--- config.mk ---
export PLATFORM = sky130hd
export DESIGN_NAME = hazard_ctrl
export DESIGN_NICKNAME = d
export VERILOG_FILES = /design/src/rtl/hazard_pkg.sv /design/src/rtl/hzd_loaduse.sv /design/src/rtl/hzd_redirect.sv /design/src/rtl/hzd_trap.sv /design/src/rtl/hazard_ctrl.sv
export SDC_FILE = /design/constraint.sdc
export NUM_CORES = 1
export LEC_CHECK = 0
export ABC_CLOCK_PERIOD_IN_PS = 5500
export CAP_MARGIN = 40
export CORE_MARGIN = 2
export CORE_UTILIZATION = 43
export DETAILED_ROUTE_END_ITERATION = 6
export PLACE_DENSITY_LB_ADDON = 0.05
export RECOVER_POWER = 50
export SKIP_LAST_GASP = 1
export SYNTH_ARGS = -nofsm -noshare
export SYNTH_HDL_FRONTEND = slang
export SYNTH_SLANG_ARGS = --single-unit
--- constraint.sdc ---
create_clock -name clk -period 5.5 [get_ports clk]
set_input_delay 1.1 -clock clk [delete_from_list [all_inputs] [get_ports clk]]
set_output_delay 1.1 -clock clk [all_outputs]
set_load 0.05 [all_outputs]
--- src/rtl/hazard_pkg.sv ---
package hazard_pkg;

  typedef enum logic [1:0] {
    PCS_SEQ    = 2'd0,
    PCS_BRANCH = 2'd1,
    PCS_JUMP   = 2'd2,
    PCS_TRAP   = 2'd3
  } pc_sel_e;

  typedef enum logic [1:0] {
    CAUSE_NONE    = 2'd0,
    CAUSE_OVF     = 2'd1,
    CAUSE_ILLEGAL = 2'd2,
    CAUSE_IRQ     = 2'd3
  } cause_e;

  // number of source operands a decode instruction may read
  localparam int unsigned NUM_SRC = 2;

endpackage

--- src/rtl/hzd_loaduse.sv ---
module hzd_loaduse #(
  parameter int unsigned REG_W = 5,
  parameter int unsigned NSRC  = 2
) (
  input  logic                  clk,
  input  logic                  rst_n,
  input  logic [NSRC*REG_W-1:0] src_idx,
  input  logic [NSRC-1:0]       src_used,
  input  logic                  ld_pending,
  input  logic [REG_W-1:0]      ld_dst,
  output logic                  hazard
);

  logic [NSRC-1:0] hit;
  logic            dst_live;

  // register 0 is hard-wired, so a load into it never creates a dependency
  assign dst_live = ld_pending && (ld_dst != '0);

  for (genvar g = 0; g < NSRC; g++) begin : g_src
    assign hit[g] = src_used[g] && (src_idx[g*REG_W +: REG_W] == ld_dst);
  end

  assign hazard = dst_live && (|hit);

  // a bubble is only ever requested for a load whose destination is live
  assert_stall_needs_load_R2: assert property (@(posedge clk) disable iff (!rst_n)
    hazard |-> (ld_pending && ld_dst != '0));

endmodule

--- src/rtl/hzd_redirect.sv ---
module hzd_redirect (
  input  logic clk,
  input  logic rst_n,
  input  logic is_branch,
  input  logic is_jump,
  input  logic operands_equal,
  input  logic hold,
  output logic take_branch,
  output logic take_jump
);

  logic br_resolved_taken;

  // branch resolves in decode; a pending load on its sources defers it
  assign br_resolved_taken = is_branch && operands_equal;
  assign take_branch       = br_resolved_taken && !hold;
  assign take_jump         = is_jump && !br_resolved_taken && !hold;

  assert_one_redirect_R4: assert property (@(posedge clk) disable iff (!rst_n)
    !(take_branch && take_jump));

  assert_hold_blocks_branch_R5: assert property (@(posedge clk) disable iff (!rst_n)
    hold |-> !take_branch);

endmodule

--- src/rtl/hzd_trap.sv ---
module hzd_trap
  import hazard_pkg::*;
#(
  parameter int unsigned PC_W = 32
) (
  input  logic            clk,
  input  logic            rst_n,
  input  logic            exe_overflow,
  input  logic            dec_illegal,
  input  logic            irq_req,
  input  logic            dec_valid,
  input  logic [PC_W-1:0] dec_pc,
  input  logic [PC_W-1:0] exe_pc,
  output logic            trap_exe,
  output logic            trap_dec,
  output logic [PC_W-1:0] epc_q,
  output cause_e          cause_q
);

  localparam logic [PC_W-1:0] PC_STEP = PC_W'(4);

  logic            irq_ok;
  cause_e          cause_d;
  logic [PC_W-1:0] epc_d;

  // the interrupt waits for a real instruction boundary and ranks last
  assign irq_ok   = irq_req && dec_valid;
  assign trap_exe = exe_overflow;
  assign trap_dec = !exe_overflow && (dec_illegal || irq_ok);

  always_comb begin
    cause_d = cause_q;
    epc_d   = epc_q;
    if (trap_exe) begin
      cause_d = CAUSE_OVF;
      epc_d   = exe_pc + PC_STEP;
    end else if (dec_illegal) begin
      cause_d = CAUSE_ILLEGAL;
      epc_d   = dec_pc + PC_STEP;
    end else if (irq_ok) begin
      cause_d = CAUSE_IRQ;
      epc_d   = dec_pc + PC_STEP;
    end
  end

  always_ff @(posedge clk) begin
    if (!rst_n) begin
      epc_q   <= '0;
      cause_q <= CAUSE_NONE;
    end else begin
      epc_q   <= epc_d;
      cause_q <= cause_d;
    end
  end

  assert_ovf_capture_R6: assert property (@(posedge clk) disable iff (!rst_n)
    exe_overflow |=> (cause_q == CAUSE_OVF) && (epc_q == $past(exe_pc) + PC_STEP));

  assert_illegal_capture_R7: assert property (@(posedge clk) disable iff (!rst_n)
    (dec_illegal && !exe_overflow) |=> (cause_q == CAUSE_ILLEGAL) &&
                                       (epc_q == $past(dec_pc) + PC_STEP));

  assert_irq_lowest_R8: assert property (@(posedge clk) disable iff (!rst_n)
    (irq_req && (exe_overflow || dec_illegal)) |=> cause_q != CAUSE_IRQ);

  assert_state_holds_R9: assert property (@(posedge clk) disable iff (!rst_n)
    !(exe_overflow || dec_illegal || (irq_req && dec_valid)) |=>
      ($stable(epc_q) && $stable(cause_q)));

endmodule

--- src/rtl/hazard_ctrl.sv ---
module hazard_ctrl
  import hazard_pkg::*;
#(
  parameter int unsigned     REG_W      = 5,
  parameter int unsigned     PC_W       = 32,
  parameter logic [PC_W-1:0] TRAP_ADDR  = 32'h4000_0040
) (
  input  logic             clk,
  input  logic             rst_n,
  input  logic [REG_W-1:0] dec_rs,
  input  logic [REG_W-1:0] dec_rt,
  input  logic             dec_rs_used,
  input  logic             dec_rt_used,
  input  logic             dec_valid,
  input  logic             dec_branch,
  input  logic             dec_jump,
  input  logic             dec_operands_equal,
  input  logic             dec_illegal,
  input  logic [PC_W-1:0]  dec_pc,
  input  logic             exe_mem_read,
  input  logic [REG_W-1:0] exe_rt,
  input  logic             exe_overflow,
  input  logic [PC_W-1:0]  exe_pc,
  input  logic             irq_req,
  output logic             pc_en,
  output logic             fd_en,
  output logic             fd_clear,
  output logic             de_clear,
  output logic             em_clear,
  output logic [1:0]       pc_sel,
  output logic [PC_W-1:0]  trap_pc,
  output logic [PC_W-1:0]  epc,
  output logic [1:0]       cause
);

  localparam int unsigned NSRC = NUM_SRC;

  logic                  ld_hazard;
  logic                  take_branch;
  logic                  take_jump;
  logic                  trap_exe;
  logic                  trap_dec;
  logic [PC_W-1:0]       epc_q;
  cause_e                cause_q;
  pc_sel_e               sel;
  logic [NSRC*REG_W-1:0] src_idx;
  logic [NSRC-1:0]       src_used;

  assign src_idx  = {dec_rt, dec_rs};
  assign src_used = {dec_rt_used, dec_rs_used};

  hzd_loaduse #(
    .REG_W (REG_W),
    .NSRC  (NSRC)
  ) u_loaduse (
    .clk        (clk),
    .rst_n      (rst_n),
    .src_idx    (src_idx),
    .src_used   (src_used),
    .ld_pending (exe_mem_read),
    .ld_dst     (exe_rt),
    .hazard     (ld_hazard)
  );

  hzd_redirect u_redirect (
    .clk            (clk),
    .rst_n          (rst_n),
    .is_branch      (dec_branch),
    .is_jump        (dec_jump),
    .operands_equal (dec_operands_equal),
    .hold           (ld_hazard),
    .take_branch    (take_branch),
    .take_jump      (take_jump)
  );

  hzd_trap #(
    .PC_W (PC_W)
  ) u_trap (
    .clk          (clk),
    .rst_n        (rst_n),
    .exe_overflow (exe_overflow),
    .dec_illegal  (dec_illegal),
    .irq_req      (irq_req),
    .dec_valid    (dec_valid),
    .dec_pc       (dec_pc),
    .exe_pc       (exe_pc),
    .trap_exe     (trap_exe),
    .trap_dec     (trap_dec),
    .epc_q        (epc_q),
    .cause_q      (cause_q)
  );

  // priority: trap > load-use stall > branch > jump > sequential
  always_comb begin
    pc_en    = 1'b1;
    fd_en    = 1'b1;
    fd_clear = 1'b0;
    de_clear = 1'b0;
    em_clear = 1'b0;
    sel      = PCS_SEQ;
    if (trap_exe || trap_dec) begin
      sel      = PCS_TRAP;
      fd_clear = 1'b1;
      de_clear = 1'b1;
      em_clear = trap_exe;
    end else if (ld_hazard) begin
      pc_en    = 1'b0;
      fd_en    = 1'b0;
      de_clear = 1'b1;
    end else if (take_branch) begin
      sel      = PCS_BRANCH;
      fd_clear = 1'b1;
    end else if (take_jump) begin
      sel      = PCS_JUMP;
      fd_clear = 1'b1;
    end
  end

  assign pc_sel  = sel;
  assign trap_pc = TRAP_ADDR;
  assign epc     = epc_q;
  assign cause   = cause_q;

  assert_freeze_pair_R1: assert property (@(posedge clk) disable iff (!rst_n)
    (pc_en != fd_en) == 1'b0);

  assert_frozen_bubbles_R1: assert property (@(posedge clk) disable iff (!rst_n)
    !pc_en |-> (de_clear && !fd_clear && pc_sel == PCS_SEQ));

  assert_redirect_squash_R3: assert property (@(posedge clk) disable iff (!rst_n)
    (pc_sel == PCS_BRANCH || pc_sel == PCS_JUMP) |-> (fd_clear && pc_en && !de_clear));

  assert_stall_defers_branch_R5: assert property (@(posedge clk) disable iff (!rst_n)
    (ld_hazard && !exe_overflow && !dec_illegal && !(irq_req && dec_valid))
      |-> pc_sel == PCS_SEQ);

  assert_exe_flush_only_trap_R6: assert property (@(posedge clk) disable iff (!rst_n)
    em_clear |-> (pc_sel == PCS_TRAP && fd_clear && de_clear && pc_en));

  assert_irq_needs_boundary_R8: assert property (@(posedge clk) disable iff (!rst_n)
    (irq_req && !dec_valid && !exe_overflow && !dec_illegal) |-> pc_sel != PCS_TRAP);

endmodule

==> out/metrics.csv <==
stage;metric;value;unit
floorplan;initial_core_util;44.1;%
synth;ys_ff_latch;34;
synth;synth-main-ff-cell;dfxtp_1;
synth;synth_area_leaders;dfxtp_1, buf_4, nand3_1, mux2_2, mux2i_1;
setup_path;rrSetupSlack;4.77;ns
setup_path;cp.required;4.40;ns
sta;setup_tns;0;ns
clocking;cts_resized;0;
sta;worst_slew_pin_slew;1.43;ns
global_route;use_met2;41.2;%
global_route;grt_pass1_vias;3000;
sta;slew_viol_final;0;
global_route;grt_pass1_wl;14.1;mm
setup_path;regToRegEndpoint;u_trap.cause_q[0];
sta;relSlewSlack;4.36;%
global_route;use_met3;3.32;%
setup_path;cp_data_arrival_time;3.43;ns
sta;post-route-period-util;82.4;%
sta;fin_skew;0;ns
synth;yosys.area.top_type_share;23.0;%
synth;yosysWarnings;0;
finish;antenna_cells;0;
clocking;path_clk_slew;0.07;ns
global_route;globalRouteMet1Util;28.5;%
detailed_routing;route.detailed.drc;0;
place;gp_congestion;0.831;
detailed_routing;ant_nets;0;
setup_path;cp-start-kind;input port;
finish;num-nets-final;588;
clocking;cts_tree;done;
clocking;clkSinkCount;34;
min_path;hold_end;u_trap.epc_q[10];
clocking;cts.htree.levels;2;
place;io_buffer_count;131;
sta;fmax;221;MHz
global_route;antenna_found_initial;0;
global_route;overflow;0;
power;power_density;205;nW/µm²
floorplan;die_x;87.0;µm
min_path;hp-start;u_trap.epc_q[10];
clocking;clk_latency;0.28;ns
synth;synth_cell_types;55;
power;p_leak;1.68;nW
synth;synth_top_area_cell;dfxtp_1;
detailed_routing;drtIter0Drc;135;
floorplan;dieHeight;87.0;µm
floorplan;std_cell_rows;30;
power;peakVddDrop;0.000145;V
sta;finalSetupViolCount;0;
global_route;grt_max_degree;57;
sta;min_period;4.53;ns
finish;drive_above_1_share;6.85;%
finish;final_cell_area;4260;µm²
sta;finalHoldViolations;0;
min_path;worstHoldPathType;reg2reg;
clocking;cts_setup_buffers;0;
setup_path;rr_worst_depth;4;
sta;hold_slack;0.452;ns
clocking;cts_root_buf;clkbuf_8;
synth;synth_cells;379;
synth;synth_edf_count;0;
synth;seq_area_frac_synth;23.0;%
global_route;grt_use_total;23.0;%
setup_path;crit_type;in2out;
detailed_routing;wl_per_cell;15.5;µm
global_route;gr-max-usage-layer;met2;
min_path;holdPathStages;2;
setup_path;critical_path_peak_fanout;5;
clocking;clk_path_buf_depth;2;
detailed_routing;vias_per_cell;5.55;
place;dp.final_hpwl;6.90;mm
setup_path;r2r_start;u_trap.cause_q[0];
detailed_routing;dr.pass1.iters;4;
detailed_routing;dr_total_vias;3194;
setup_path;end_kind;output port;
floorplan;core;6720;µm²
clocking;hold_buffers;0;
place;place_area;4150;µm²
synth;async_reset_ff_share;0;%
clocking;cts_buffers;5;
run;maxCapViolCount;0;
finish;areaGrowthSynthToFinish;43.9;%
detailed_routing;wl;8.95;mm
status;status;finished clean;
floorplan;ios;164;
sta;rsz0062_at_grt;no;
synth;syn_avg_cell_area;7.81;µm²
floorplan;dieArea;7570;µm²
synth;synth_area;2960;µm²
[flip-flops by register name, summed over array words and instances (netlist names)]
register        count
u_trap.cause_q      2
u_trap.epc_q       32
[metrics by stage]
step | setup WS (ns) | util [%] | power [W] | cells
floorplan | 1.45 | - | 0.000525 | 409
global placement | 1.00 | 61.8 | 0.000645 | 569
detailed placement | 0.969 | 61.8 | 0.000648 | 569
CTS | 0.963 | 63.5 | 0.000886 | 576
global route | 0.687 | 63.4 | 0.000913 | 576
finish | 0.966 | 63.4 | 0.000875 | 576
[worst max-delay path, stage by stage]
cell and delay (ns):
clkdlybuf4s50_1 0.47, xor2_1 0.19, nor4_1 0.30, nand3_1 0.12, a21oi_1 0.32, nand2b_1 0.15
clkdlybuf4s50_1 0.79
[kinds of logic after synthesis]
family                     Yosys count  synth area share, %
and+or+nand+nor                    161                 29.7
AOI/OAI and AO/OA                   73                 17.0
buffers and inverters               57                 12.5
DFF                                 34                 23.0
muxes                               32                 11.5
xor gates and xnor gates            19                 5.62
other                                2                0.254
adders and majority gates            1                0.422
[cell type report]
type / count / area (µm²)
Fill cell: 648 / 2460
Multi-Input combinational cell: 318 / 2020
Timing Repair Buffer: 136 / 1340
Sequential cell: 34 / 681
Tap cell: 80 / 100
Clock buffer: 6 / 82.6
Clock inverter: 1 / 30.0
Inverter: 1 / 3.75
[layer usage]
layer | up-vias | part of all wire, %
li1 | 1582 | -
met1 | 1484 | 42
met2 | 117 | 50
met3 | 11 | 6.0
met4 | 0 | 1.5
met5 | - | 0
[layout by cell type, fill, tap and decap left out, drive strengths merged, types with 14 or more instances in the layout]
| cell | instances |
|---|---|
| nand3 | 44 |
| mux2i | 16 |
| conb | 32 |
| nor2 | 20 |
| dlygate4sd3 | 35 |
| nand2 | 39 |
| dfxtp | 34 |
| mux2 | 16 |
| a21oi | 14 |
| clkdlybuf4s50 | 95 |
[cell usage after synthesis (6+ instances only)]
cell type  instances
nor2_1            20
nand3b_1           9
mux2_2            16
o21ai_0           12
nand3_1           42
nand4_1           12
o211ai_1           8
a21oi_1           14
dfxtp_1           34
mux2i_1           16
clkbuf_1          11
xor2_1            10
buf_4             35
xnor2_1            9
nand2_1           39
buf_2              6
[how the worst max path moves through the flow]
| stage | start | end | slack (ns) |
|---|---|---|---|
| after floorplan | exe_rt[0] | fd_clear | 1.45 |
| after global placement | exe_rt[0] | de_clear | 1.00 |
| after detailed placement | exe_rt[0] | de_clear | 0.97 |
| after CTS | exe_rt[3] | de_clear | 0.96 |
| after global routing | exe_rt[0] | de_clear | 0.69 |
| final | exe_rt[3] | de_clear | 0.97 |
[power breakdown]
part | internal, W | leakage, nW | switching, W
Combinational | 0.000135 | 1.34 | 0.000224
Sequential | 0.000267 | 0.283 | 0.00000934
Clock | 0.000145 | 0.0573 | 0.0000948
Total | 0.000547 | 1.68 | 0.000328
Power figures use the tool's default switching activity.
